$ cat src/rtl/dram_refresh_seq.sv
module dram_refresh_seq #(
  parameter int PAUSE_CYC = 40000,
  parameter int INTERVAL  = 3120,
  parameter int WAKE_CNT  = 8,
  parameter int OWE_LIMIT = 8,
  parameter int T_CSR     = 1,
  parameter int T_RAS     = 10,
  parameter int T_RP      = 6
) (
  input  logic clk,
  input  logic rst_n,
  output logic ref_req,
  input  logic ref_gnt,
  output logic ras_n,
  output logic cas_n,
  output logic ready,
  output logic deadline_miss
);

  localparam int PW   = $clog2(PAUSE_CYC + 1);
  localparam int IW   = $clog2(INTERVAL);
  localparam int WW   = $clog2(WAKE_CNT + 1);
  localparam int OW   = $clog2(OWE_LIMIT + 1);
  localparam int TM1  = (T_RAS > T_RP) ? T_RAS : T_RP;
  localparam int TMAX = (TM1 > T_CSR) ? TM1 : T_CSR;
  localparam int TW   = $clog2(TMAX + 1);

  typedef enum logic [1:0] {IDLE, SETUP, ACT, PRE} phase_t;

  phase_t        ph;
  logic [TW-1:0] tmr;
  logic [PW-1:0] pause_cnt;
  logic [IW-1:0] ivl;
  logic [WW-1:0] wake_left;
  logic [OW-1:0] owed;
  logic          wake_kind;

  wire pause_done = (pause_cnt == '0);
  wire tick       = (ivl == IW'(INTERVAL - 1));
  wire done       = (ph == PRE) && (tmr == '0);
  wire wake_last  = done && wake_kind && (wake_left == WW'(1));
  wire pending    = pause_done && ((wake_left != '0) || (ready && owed != '0));
  wire owed_dec   = done && !wake_kind && (owed != '0);
  wire accrue     = pause_done && tick;
  wire miss       = accrue && !owed_dec && (owed == OW'(OWE_LIMIT));

  assign ref_req = (ph != IDLE) || pending;
  assign cas_n   = !((ph == SETUP) || (ph == ACT));
  assign ras_n   = (ph != ACT);

  always_ff @(posedge clk) begin
    if (!rst_n) begin
      ivl       <= '0;
      pause_cnt <= PW'(PAUSE_CYC);
    end else begin
      ivl <= tick ? '0 : ivl + 1'b1;
      if (!pause_done) pause_cnt <= pause_cnt - 1'b1;
    end
  end

  always_ff @(posedge clk) begin
    if (!rst_n) begin
      wake_left     <= '0;
      owed          <= '0;
      ready         <= 1'b0;
      deadline_miss <= 1'b0;
    end else begin
      if (miss || (pause_cnt == PW'(1)))
        wake_left <= WW'(WAKE_CNT);
      else if (done && wake_kind && wake_left != '0)
        wake_left <= wake_left - 1'b1;

      if (miss) owed <= '0;
      else      owed <= owed + OW'(accrue) - OW'(owed_dec);

      if (miss) begin
        ready         <= 1'b0;
        deadline_miss <= 1'b1;
      end else if (wake_last) begin
        ready         <= 1'b1;
        deadline_miss <= 1'b0;
      end
    end
  end

  always_ff @(posedge clk) begin
    if (!rst_n) begin
      ph        <= IDLE;
      tmr       <= '0;
      wake_kind <= 1'b0;
    end else begin
      case (ph)
        IDLE: if (ref_gnt && pending) begin
          ph        <= SETUP;
          tmr       <= TW'(T_CSR - 1);
          wake_kind <= (wake_left != '0);
        end
        SETUP: if (tmr == '0) begin
          ph  <= ACT;
          tmr <= TW'(T_RAS - 1);
        end else tmr <= tmr - 1'b1;
        ACT: if (tmr == '0) begin
          ph  <= PRE;
          tmr <= TW'(T_RP - 1);
        end else tmr <= tmr - 1'b1;
        PRE: if (tmr == '0) ph <= IDLE;
             else tmr <= tmr - 1'b1;
        default: ph <= IDLE;
      endcase
    end
  end

endmodule

$ cat config.mk
export PLATFORM = sky130hd
export DESIGN_NAME = dram_refresh_seq
export DESIGN_NICKNAME = d
export VERILOG_FILES = /design/src/rtl/dram_refresh_seq.sv
export SDC_FILE = /design/constraint.sdc
export NUM_CORES = 1
export LEC_CHECK = 0
export ABC_AREA = 1
export BUFFER_PORTS_ARGS = -buffer_cell sky130_fd_sc_hd__buf_4
export CORE_ASPECT_RATIO = 1.5
export CORE_MARGIN = 3
export CORE_UTILIZATION = 30
export DETAILED_ROUTE_END_ITERATION = 6
export GPL_TIMING_DRIVEN = 1
export SETUP_SLACK_MARGIN = 0.05
export SLEW_MARGIN = 20
export SYNTH_ARGS = -nofsm -noshare
export SYNTH_HDL_FRONTEND = slang
export SYNTH_SLANG_ARGS = --single-unit
$ cat constraint.sdc
create_clock -name clk -period 3.31 [get_ports clk]
set_input_delay 0.4965 -clock clk [delete_from_list [all_inputs] [get_ports clk]]
set_output_delay 0.4965 -clock clk [all_outputs]
set_load 0.1 [all_outputs]
# == Word-level counts from Yosys, hierarchy flattened ==
# Index checks and enable logic that the tools add are counted.
# totals
wordCells,77
out_inout_bits,5
in_bits,3
reg_bits,45
# op_classes
bitwise_logic,1
n_eq_ne,13
addsub,6
muxes,14
n_reduce_logical,33
# op_table
operator,n
4-bit two-way mux,6
16-bit by 1-bit == test with 1-bit output (second input constant),1
16-bit zero test,1
4-bit case mux with 4 select lines,1
16-bit by 1-bit subtractor with 16-bit output (second input constant),1
12-bit by 1-bit adder with 12-bit output (second input constant),1
12-bit == test (second input constant),1
1-bit logical AND,12
2-bit != test (second input constant),5
2-bit two-way mux,4
2-bit case mux with 4 select lines,1
4-bit nonzero test,2
4-bit by 1-bit subtractor with 4-bit output (second input constant),2
2-bit nonzero test,3
2-bit OR reduction,3
4-bit by 1-bit adder with 4-bit output,1
2-bit == test (second input constant),2
4-bit by 1-bit == test with 1-bit output (second input constant),1
4-bit == test (second input constant),1
4-bit zero test,1
1-bit logical OR,4
2-bit AND reduction,2
4-bit AND reduction,1
4-bit by 1-bit subtractor with 4-bit output,1
other kinds (6),9

# == Longest topological paths before layout ==
# Gate-level depths: netlist (run 1).
# depth
word_depth,9
ltp_mapped,15
depth_no_buf,15

# == Worst setup path after synthesis (run 1) ==
# No wires, ideal clock.
# synth_timing
kind,register to output
startpoint,register ready
endpoint,output port ref_req
n_path_buf,0
t_arrival_ps,3307
path_slack_ps,-494
stages_incl_launch_ff,5
required_time_ps,2813
cell_sequence,dfxtp_1 nand2_1 nand2_1 inv_1 o21ai_0
# synth_between
elab_chain_len,4
# synth_lines
item,line_no,text
start: declaration,16,"output logic ready,"
start signal: assignment,65,ready <= 1'b0;
start signal: assignment,77,ready <= 1'b0;
start signal: assignment,80,ready <= 1'b1;
1-bit logical AND,42,wire pending = pause_done && ((wake_left != '0) || (ready && owed != '0));
1-bit logical OR,42,
1-bit logical AND,42,
1-bit logical OR,47,assign ref_req = (ph != IDLE) || pending;
end: declaration,12,"output logic ref_req,"
# No other way between the ends.

# == Worst setup path in the final report (run 1) ==
# layout_timing
startpoint,register pause_cnt[0]
endpoint,register owed[2]
# layout_between
elab_chain_len,5
word_cells_on_any_way,7
classes_between,add/sub (2); reduce/logical (5)
# layout_lines
item,line_no,text
start: declaration,32,logic [PW-1:0] pause_cnt;
start signal: assignment,54,pause_cnt <= PW'(PAUSE_CYC);
start signal: assignment,57,if (!pause_done) pause_cnt <= pause_cnt - 1'b1;
16-bit zero test (*),38,wire pause_done = (pause_cnt == '0);
1-bit logical AND (*),44,wire accrue = pause_done && tick;
branches (longest 3 deep; another with 4-bit by 1-bit adder with 4-bit output),n/a,
end signal: assignment,74,else owed <= owed + OW'(accrue) - OW'(owed_dec);
end: declaration,35,logic [OW-1:0] owed;
# Mark *: on every way between the ends.
# A chain may end at the register's enable or synchronous reset.

==> results.md, run 1 <==
* Critical path startpoint category: register
* TritonCTS clock tree: done
* Post-route total power at 0.00119 W
* Yosys cell types at 38
* Worst relative slew slack at 62.1%
* Synth Area in Simple Gates at 33.6%
* Top sig layer: met4
* Post-Layout Inst Area at 0.00287 mm2
* Fin crit period at 2.49 ns
* Net count after synthesis at 366
* Synthesized area per cell at 7.52 um2
* Storage cell area at 901 um2
* Fill cells at 861
* Setup crit end kind: register
* Io pins at 8
* Compound-Gate Fraction of Synth Area at 9.20%
* Post-Synth Adder-Cell Area at 10.5%
* Worst r2r path cells at 14
* Commonest non-fill, non-tap cell in the layout: nand2_1
* Detailed-route DRC error count at 0
* Largest family of logic cells by synthesized area: simple AND/OR/NAND/NOR gates
* Area taken by multi-input logic gates at 0.00146 mm2
* Synthesized flop and latch total at 45
* Core footprint at 0.00816 mm2
* Area after DPL at 0.00273 mm2
* Place WS at 0.832 ns
* Via density at 4.65
* Via Count at 2130
* Num CTS Buffers at 5
* Initial antenna violation count at 0
* Clock buffer depth at 2
* Largest net degree at the start of global routing at 17
* Power density cells at 414 mW/mm2
* Clock sink total at 45
* Fin Clk Skew at 0.00574 ns
* Final wirelength at 4900 um
* Max_cap viols at 0
* RSZ-0062 raised after global routing: no
* 1st-pass router iterations at 5
* Sequential fraction of the synthesis area at 35.0%
* Port bufs at 7
* Vias in the first global route at 2023
* Routed WL per cell at 10.7 um
* ANT cells at 0
* Slew @ Worst Pin at 0.568 ns
* Max-slew violation count at 0
* Synth Instances at 342
* Die Width at 81.6 um
* Die height at 119 um
* Clock root cell: clkbuf_16
* Die Footprint at 0.00974 mm2
* Fmax at 402 MHz
* CP required at 3.48 ns
* Post-synthesis mux area share at 0%
* Routed met3 length at 144 um
* Worst hold slack at 0.452 ns
* Setup Crit Path Kind: reg -> reg
* Commonest non-fill, non-tap cells in the layout: nand2_1, inv_1, dfxtp_1
* GPL Wtd Cong at 0.849
* Hold Path Depth at 1
* Min-Delay Path Class: reg -> reg
* # hold bufs at CTS at 0
* Synthesis Warnings at 0
* Share of layout cells above drive strength 1 at 14.7%
* Clk slew on worst S/H paths at 0.06 ns
* Cts repair resizes at 0
* First-pass GRT wire length at 8650 um
* Total gr overflow at 0
* Wl on met1 at 2180 um
* Worst-skew pair later-pin latency at 0.28 ns
* Final worst slack at 0.824 ns
* Drt initial violations at 113
* Pleak at 1.15 nW
* Status: finished, final reports clean
* Num rows at 40
* Netlist Area Pre-Place at 0.00257 mm2
* Data arrival, critical path at 2.66 ns
* Setup bufs post-CTS at 0
* Final setup fails at 0
* CP Max Fanout at 11
* Synth Area in XOR/XNOR at 3.41%
* Starting Density at 31.5%
* Max H-tree Level at 2
* Maximum VDD drop at 0.184 mV
* Fin crit share at 75.1%
* Length of routed met2 wiring at 2480 um
* Final nets at 376
* Setup tns final at 0 ns
* Final Hold Viols at 0
* Hpwl dp at 3790 um
* Routed Antenna Nets at 0
* Area Overhead vs Synth at 11.8%
* Total Routing Usage GR at 11.1%
[synthesized netlist by cell type (all sizes together)]
library cell / number / share of area, %
o211ai: 2 / 0.58
nand3b: 1 / 0.29
xor2: 6 / 2.0
a31oi: 1 / 0.24
nor3b: 5 / 1.7
a21oi: 25 / 5.0
a211oi: 2 / 0.78
clkbuf: 1 / 0.15
or2: 1 / 0.24
inv: 50 / 7.3
nand3: 22 / 4.7
fa: 1 / 0.78
o21ai: 9 / 1.8
dfxtp: 45 / 35
ha: 20 / 9.7
nand4: 8 / 2.2
a22oi: 1 / 0.49
nand2: 66 / 11
o2111ai: 1 / 0.34
nor4: 4 / 1.2
xnor2: 4 / 1.4
buf: 3 / 0.83
nor2: 55 / 10
nor3: 9 / 2.3
[where the power goes]
group	switching [W]	leakage (nW)	total (W)	internal, W
Combinational	0.0000839	0.719	0.000125	0.0000415
Sequential	0.0000202	0.365	0.000581	0.000561
Clock	0.000205	0.0631	0.000485	0.000280
Total	0.000309	1.15	0.00119	0.000882
[final timing paths]
check / start / endpoint / slack, ns
worst max-delay path: pause_cnt[0]$_SDFFE_PN0P_ / owed[2]$_SDFF_PP0_ / 0.82
worst min-delay path: ivl[0]$_SDFF_PP0_ / ivl[0]$_SDFF_PP0_ / 0.45
worst max register to register: pause_cnt[0]$_SDFFE_PN0P_ / owed[2]$_SDFF_PP0_ / 0.82
worst min register to register: ivl[0]$_SDFF_PP0_ / ivl[0]$_SDFF_PP0_ / 0.45
[routing by layer]
metal | vias to the layer above | global-route usage (%)
met4 | 0 | 4.89
met1 | 960 | 12.7
met2 | 32 | 19.1
li1 | 1129 | -
met3 | 9 | 2.50
met5 | - | 0
[stage by stage]
| step | cells | util, % |
|---|---|---|
| after floorplan | 342 | - |
| after global placement | 450 | 33.5 |
| after detailed placement | 450 | 33.5 |
| after CTS | 458 | 35.2 |
| after global routing | 458 | 35.2 |
| final | 458 | 35.2 |
[area by class of cell]
| class | count | area share, % |
|---|---|---|
| clock buffers | 6 | 4.48 |
| clock inverters | 2 | 0.522 |
| inverters | 50 | 6.53 |
| multi-input cells | 243 | 50.7 |
| flip-flops and latches | 45 | 31.3 |
| well taps | 105 | 4.57 |
| repair buffers | 7 | 1.83 |
[flip-flops by register name (all words and copies together) (netlist names)]
name and count:
pause_cnt 16, ivl 12, owed 4, tmr 4, wake_left 4, ph 2, deadline_miss 1, ready 1
wake_kind 1
[kinds of logic (layout without fill, tap and decap cells)]
| family | after synthesis | after routing |
|---|---|---|
| AND/OR/NAND/NOR | 171 | 171 |
| buffers and inverters | 54 | 65 |
| AO/OA/AOI/OAI | 41 | 41 |
| flip-flops | 45 | 45 |
| adder cells (fa/ha/maj) | 21 | 21 |
| XOR/XNOR | 10 | 10 |
[worst max-delay path: stages, from the launching register on]
cell and delay (ns):
dfxtp_1 0.33, inv_1 0.14, ha_1 0.18, nand2_2 0.07
nor2_4 0.13, nand2_2 0.16, nor2_1 0.18, inv_1 0.06
ha_1 0.27, inv_1 0.06, ha_1 0.16, inv_1 0.06
fa_1 0.37, xor2_1 0.14, nor2_1 0.06
Power figures use the tool's default switching activity.
==> run 2: changes to the inputs <==
==> constraint.sdc (replaced) <==
create_clock -name clk -period 2.4 [get_ports clk]
set_input_delay 0.36 -clock clk [delete_from_list [all_inputs] [get_ports clk]]
set_output_delay 0.36 -clock clk [all_outputs]
set_load 0.1 [all_outputs]
==> run 2 against run 1 <==
  * Design area grew 7.9%
  * Wire length grew 8.6%
  * Clock skew grew 0.0086 ns
  * Via count grew 1.8%
  * Clock power grew 87%
  * Flip-flop and latch count is the same
  * Highest routed layer unchanged
==> results.md, run 2 (synthesized netlist as in run 1, its figures left out) <==
* Num rows at 40 (unchanged)
* Critical path origin: ivl[0]$_SDFF_PP0_
* Fin crit share at 92.1% (+17 points)
* Setup tns final at 0 ns (unchanged)
* Maximum VDD drop at 0.462 mV (+150%)
* Reg2reg start: ivl[0]$_SDFF_PP0_
* Via density at 4.63 (-0.34%)
* Total Routing Usage GR at 11.8% (+0.68 points)
* Setup Crit Path Kind: reg -> reg
* Combinational share of power at 10.0% (-0.5 points)
* Worst hold slack at 0.366 ns (-0.0859 ns)
* Die Footprint at 0.00974 mm2 (unchanged)
* Io pins at 8 (unchanged)
* Max H-tree Level at 2 (unchanged)
* Max-slew violation count at 0 (unchanged)
* Worst r2r path cells at 12 (-2)
* Starting Density at 31.5% (unchanged)
* Pleak at 1.23 nW (+7.0%)
* Commonest non-fill, non-tap cell in the layout: nand2_1
* 1st-pass router iterations at 4 (-1)
* Drt initial violations at 95 (-16%)
* GPL Wtd Cong at 0.802 (-5.5%)
* Switching Share at 24.1% (-1.8 points)
* Critical path startpoint category: register
* Status: finished, final reports clean
* Power density cells at 613 mW/mm2 (+48%)
* Final nets at 386 (+2.7%)
* Wl on met1 at 2330 um (+6.9%)
* Critical path's largest stage delay at 0.51 ns (+0.14 ns)
* Fmax at 452 MHz (+12%)
* Data arrival, critical path at 2.39 ns (-0.27 ns)
* Share of layout cells above drive strength 1 at 22.6% (+7.9 points)
* ANT cells at 0 (unchanged)
* Worst-path cell chain: ha_2 -> nand2_2 -> nor2_4 -> nand3_2 -> nor2_2 -> inv_1 -> ha_2 -> inv_1 -> ha_2 -> inv_1 -> fa_2 -> nor2_1
* RSZ-0062 raised after global routing: no
* Length of routed met2 wiring at 2800 um (+13%)
* Vias in the first global route at 2168 (+7.2%)
* Final wirelength at 5320 um (+8.6%)
* Area Overhead vs Synth at 20.6%
* Largest net degree at the start of global routing at 17 (unchanged)
* Core footprint at 0.00816 mm2 (unchanged)
* Initial antenna violation count at 0 (unchanged)
* Setup crit end kind: register
* Clock root cell: clkbuf_16
* Commonest non-fill, non-tap cells in the layout: nand2_1, dfxtp_1, inv_1
* Port bufs at 7 (unchanged)
* CP required at 2.58 ns (-0.90 ns)
* Sequential share of power at 42.4% (-6.4 points)
* Final setup fails at 0 (unchanged)
* Cell Int Power at 0.00144 W (+64%)
* Hpwl dp at 4050 um (+6.9%)
* Slowest CP cell: fa_2
* Num CTS Buffers at 5 (unchanged)
* First-pass GRT wire length at 9170 um (+6.0%)
* Max_cap viols at 0 (unchanged)
* Die height at 119 um (unchanged)
* Min-Delay Path Class: in -> reg
* Clock sink total at 45 (unchanged)
* TritonCTS clock tree: done
* Min-delay src: rst_n
* Fin crit period at 2.21 ns (-0.276 ns)
* Placed cells at 456 (+1.3%)
* Top flop regs: pause_cnt (16), ivl (12)
* NetSw at 0.000458 W (+48%)
* Routed Antenna Nets at 0 (unchanged)
* Detailed-route DRC error count at 0 (unchanged)
* Final Instance Count excl. Fillers at 468 (+2.2%)
* Clk slew on worst S/H paths at 0.06 ns (about the same)
* Slew @ Worst Pin at 0.548 ns (-0.0197 ns)
* Worst-skew pair later-pin latency at 0.29 ns (about the same)
* Clk pwr share at 47.7% (+7.0 points)
* Routed met3 length at 122 um (-15%)
* Via Count at 2169 (+1.8%)
* Fin Clk Skew at 0.0144 ns (+0.00862 ns)
* Worst relative slew slack at 63.4% (+1.3 points)
* Die Width at 81.6 um (unchanged)
* Total gr overflow at 0 (unchanged)
* Top sig layer: met4
* Hold Path Depth at 2 (+1)
* Routed WL per cell at 11.4 um (+6.3%)
* Top reg by flops: pause_cnt
* Clock buffer depth at 2 (unchanged)
* Final Hold Viols at 0 (unchanged)
* CP Max Fanout at 3 (-8)
* # hold bufs at CTS at 0 (unchanged)
* Largest register FFs at 16 (unchanged)
==> run 2: per-layer routing <==
metal,GRT usage [%],vias to the layer above
li1,-,1144
met1,13.3,1006
met2,20.8,13
met3,2.65,6
met4,4.37,0
met5,0,-
==> run 2: worst paths after layout <==
| check | endpoint | slack, ns |
|---|---|---|
| worst max-delay path | owed[1]$_SDFF_PP0_ | 0.19 |
| worst min-delay path | pause_cnt[12]$_SDFFE_PN1P_ | 0.37 |
| worst max register to register | owed[1]$_SDFF_PP0_ | 0.19 |
| worst min register to register | ivl[0]$_SDFF_PP0_ | 0.43 |
==> run 2: critical path, delay by kind of cell (launching register included) <==
kind	cells	cell delay, ns
flops	1	0.34
simple gates	5	0.52
fa+ha+maj	4	1.09
buf+inv	3	0.15
==> run 2: repair_timing <==
action                     in CTS  in global routing
setup endpoints to repair       0                  3
buffers inserted                0                  4
resized for setup               0                 25
==> run 2: layout make-up <==
| class | count | area [um2] |
|---|---|---|
| fill | 850 | 5060 |
| sequential | 45 | 902 |
| clock inverter | 3 | 68.8 |
| inverter | 50 | 190 |
| clock buffer | 5 | 125 |
| tap | 105 | 131 |
| timing repair buffer | 17 | 128 |
| multi-input combinational | 243 | 1560 |
==> run 2: power groups by stage <==
| stage | clock (W) | sequential, W | combinational, W |
|---|---|---|---|
| finish | 0.000906 | 0.000805 | 0.000190 |
| global route | 0.000955 | 0.000809 | 0.000216 |
| CTS | 0.000924 | 0.000800 | 0.000187 |
| detailed placement | 0 | 0.000817 | 0.000186 |
| global placement | 0 | 0.000816 | 0.000182 |
| floorplan | 0 | 0.000812 | 0.000140 |
==> run 2: metrics by stage <==
step                      setup slack, ns  cell area, um2  util (%)  total power (W)
after global routing               0.0286            3100      38.0          0.00198
after detailed placement           0.0715            2790      34.2          0.00100
after CTS                          0.0546            2980      36.5          0.00191
after floorplan                    0.0935            2580         -         0.000952
after global placement              0.137            2790      34.2         0.000998
final                               0.190            3100      38.0          0.00190
==> run 3: changes to the inputs <==
==> constraint.sdc (replaced) <==
create_clock -name clk -period 1.9 [get_ports clk]
set_input_delay 0.285 -clock clk [delete_from_list [all_inputs] [get_ports clk]]
set_output_delay 0.285 -clock clk [all_outputs]
set_load 0.1 [all_outputs]
==> run 3 against run 2 <==
  * Sequential power grew 25%
  * Final cell count is 13% higher
  * Clock power up 13%
  * Via count grew 12%
  * Highest routed layer unchanged
  * Non-clock buffer count is 61 higher
  * The run now ends with negative setup slack left
  * First-iteration DRC count rose by 44%
  * Critical path depth increased by 2
  * Largest cell class unchanged
  * Worst setup slack got worse by 0.33 ns
  * Design area rose by 19%
  * Sequential share of layout area shrank 4.4 points
  * Combinational power increased by 87%
==> results.md, run 3 (synthesized netlist as in run 1, its figures left out) <==
* Status: finished, violations left
* Failing checks: negative setup slack
* Largest net degree at the start of global routing at 17 (unchanged)
* Via density at 4.59 (-1.0%)
* Sequential share of power at 42.3% (about the same)
* Hold EP: pause_cnt[10]$_SDFFE_PN1P_
* Max_cap viols at 0 (unchanged)
* CP required at 2.12 ns (-0.46 ns)
* Initial antenna violation count at 0 (unchanged)
* Hpwl dp at 4480 um (+11%)
* Detailed-route DRC error count at 0 (unchanged)
* Min-Delay Path Class: in -> reg
* Fin crit period at 2.04 ns (-0.175 ns)
* Final wirelength at 6110 um (+15%)
* Die Footprint at 0.00974 mm2 (unchanged)
* Routed Antenna Nets at 0 (unchanged)
* Clk pwr share at 42.7% (-5.0 points)
* Final setup fails at 4 (+4)
* Post-route total power at 0.00238 W (+25%)
* Vias in the first global route at 2384 (+10%)
* Io pins at 8 (unchanged)
* Hold Path Depth at 2 (unchanged)
* NetSw at 0.000578 W (+26%)
* Max H-tree Level at 2 (unchanged)
* Worst r2r path cells at 14 (+2)
* Die Width at 81.6 um (unchanged)
* Place WS at -0.258 ns (-0.329 ns)
* Clock sink total at 45 (unchanged)
* Critical path's largest stage delay at 0.36 ns (-0.15 ns)
* Slew @ Worst Pin at 0.626 ns (+0.0772 ns)
* Storage cell area at 915 um2 (+1.4%)
* Top flop regs: pause_cnt (16), ivl (12)
* Drt initial violations at 137 (+44%)
* Clock root cell: clkbuf_16
* Via Count at 2427 (+12%)
* RSZ-0062 raised after global routing: yes
* Slowest CP cell: dfxtp_2
* # hold bufs at CTS at 0 (unchanged)
* Final Hold Viols at 0 (unchanged)
* Total Routing Usage GR at 13.7% (+2.0 points)
* Area taken by multi-input logic gates at 0.00169 mm2 (+8.8%)
* Port bufs at 7 (unchanged)
* 1st-pass router iterations at 4 (unchanged)
* R2R setup slack at -0.14 ns (-0.33 ns)
* Final nets at 447 (+16%)
* Top cell by count, worst path: ha_4
* Num rows at 40 (unchanged)
* Fin crit share at 107% (+15 points)
* Commonest non-fill, non-tap cells in the layout: buf_4, nand2_1, nor2_1
* Core footprint at 0.00816 mm2 (unchanged)
* Power density cells at 644 mW/mm2 (+5.0%)
* Min-delay src: rst_n
* Worst-path cell chain: ha_4 -> nand2_4 -> nor2_4 -> nand3_4 -> nor2_4 -> inv_2 -> ha_4 -> inv_4 -> ha_4 -> buf_4 -> nand3_2 -> nand2_2 -> or2_4 -> a21oi_2
* Die height at 119 um (unchanged)
* Critical path startpoint category: register
* Area Overhead vs Synth at 43.9%
* Fin Clk Skew at 0.00443 ns (-0.00994 ns)
* Combinational share of power at 14.9% (+4.9 points)
* Max-slew violation count at 0 (unchanged)
* Share of layout cells above drive strength 1 at 40.3% (+18 points)
* Switching Share at 24.3% (+0.17 points)
* ANT cells at 0 (unchanged)
* Worst-skew pair later-pin latency at 0.29 ns (about the same)
* Setup Crit Path Kind: reg -> reg
* Pleak at 1.55 nW (+26%)
* Starting Density at 31.5% (unchanged)
* Total gr overflow at 0 (unchanged)
* Top reg by flops: pause_cnt
* Fill cells at 807 (-5.1%)
* Clock buffer depth at 2 (unchanged)
* GPL Wtd Cong at 0.790 (-1.5%)
* Reg2reg start: ivl[1]$_SDFF_PP0_
* Final worst slack at -0.136 ns (-0.325 ns)
* Setup crit end kind: register
* Worst relative slew slack at 58.2% (-5.2 points)
* Clk slew on worst S/H paths at 0.06 ns (about the same)
* Data arrival, critical path at 2.26 ns (-0.13 ns)
* Largest register FFs at 16 (unchanged)
* Num CTS Buffers at 5 (unchanged)
* Fmax at 491 MHz (+8.6%)
* Commonest non-fill, non-tap cell in the layout: buf_4
* Reg2reg end: owed[3]$_SDFF_PP0_
* Maximum VDD drop at 0.467 mV (+1.3%)
* Cell Int Power at 0.00180 W (+25%)
* First-pass GRT wire length at 10500 um (+15%)
* Routed WL per cell at 11.5 um (+1.6%)
* CP Max Fanout at 2 (-1)
* TritonCTS clock tree: done
run 3: stage by stage:
stage          util [%]  setup TNS, ns  hold slack (ns)  std cells  instance area [um2]
5_1_grt            45.4         -0.877            0.290        529                 3700
4_1_cts            44.4         -0.439            0.276        525                 3630
2_1_floorplan         -         -0.531            0.418        342                 2670
3_5_place_dp       40.0         -0.698            0.470        508                 3260
6_report           45.4         -0.425            0.291        529                 3700
3_3_place_gp       40.0         -0.434            0.466        508                 3260
run 3: what timing repair did:
| action | 4_1_cts | 5_1_grt |
|---|---|---|
| setup endpoints to repair | 7 | 10 |
| resized for setup | 33 | 12 |
| buffers inserted | 9 | 4 |
| cloned | 0 | 0 |
| pin swaps | 12 | 10 |
run 3: layer usage:
layer / GRT usage (%) / vias to the layer above / routed length (um)
li1: - / 1260 / -
met1: 14.9 / 1132 / 2440
met2: 25.4 / 25 / 3390
met3: 2.12 / 10 / 124
met4: 5.93 / 0 / 149
met5: 0 / - / 0
run 3: how the worst max path moves through the flow:
| stage | startpoint | endpoint | slack, ns |
|---|---|---|---|
| floorplan | pause_cnt[0]$_SDFFE_PN0P_ | owed[1]$_SDFF_PP0_ | -0.17 |
| global placement | ivl[9]$_SDFF_PP0_ | owed[1]$_SDFF_PP0_ | -0.18 |
| detailed placement | ivl[5]$_SDFF_PP0_ | owed[1]$_SDFF_PP0_ | -0.26 |
| CTS | ivl[9]$_SDFF_PP0_ | owed[1]$_SDFF_PP0_ | -0.14 |
| global route | ivl[1]$_SDFF_PP0_ | owed[3]$_SDFF_PP0_ | -0.24 |
| finish | ivl[1]$_SDFF_PP0_ | owed[3]$_SDFF_PP0_ | -0.14 |
run 3: critical path: cells and delay by family (launching register included):
family          cells  cell delay, ns
compound gates      1            0.10
simple gates        7            0.77
flops               1            0.36
buf+inv             3            0.20
fa+ha+maj           3            0.55
run 3: final cells by class:
cell class                      count  area share, %
Clock buffer                        7           3.85
Multi-Input combinational cell    243           45.7
Timing Repair Buffer               78           16.2
Inverter                           50           5.21
Sequential cell                    45           24.7
Tap cell                          105           3.55
Clock inverter                      1          0.811
run 3: power by group through the flow:
stage                     Clock (W)  Combinational, W  Sequential, W
after global placement            0          0.000322        0.00102
final                       0.00102          0.000356        0.00101
after floorplan                   0          0.000182        0.00103
after detailed placement          0          0.000326        0.00102
after CTS                   0.00105          0.000349        0.00101
after global routing        0.00108          0.000399        0.00101
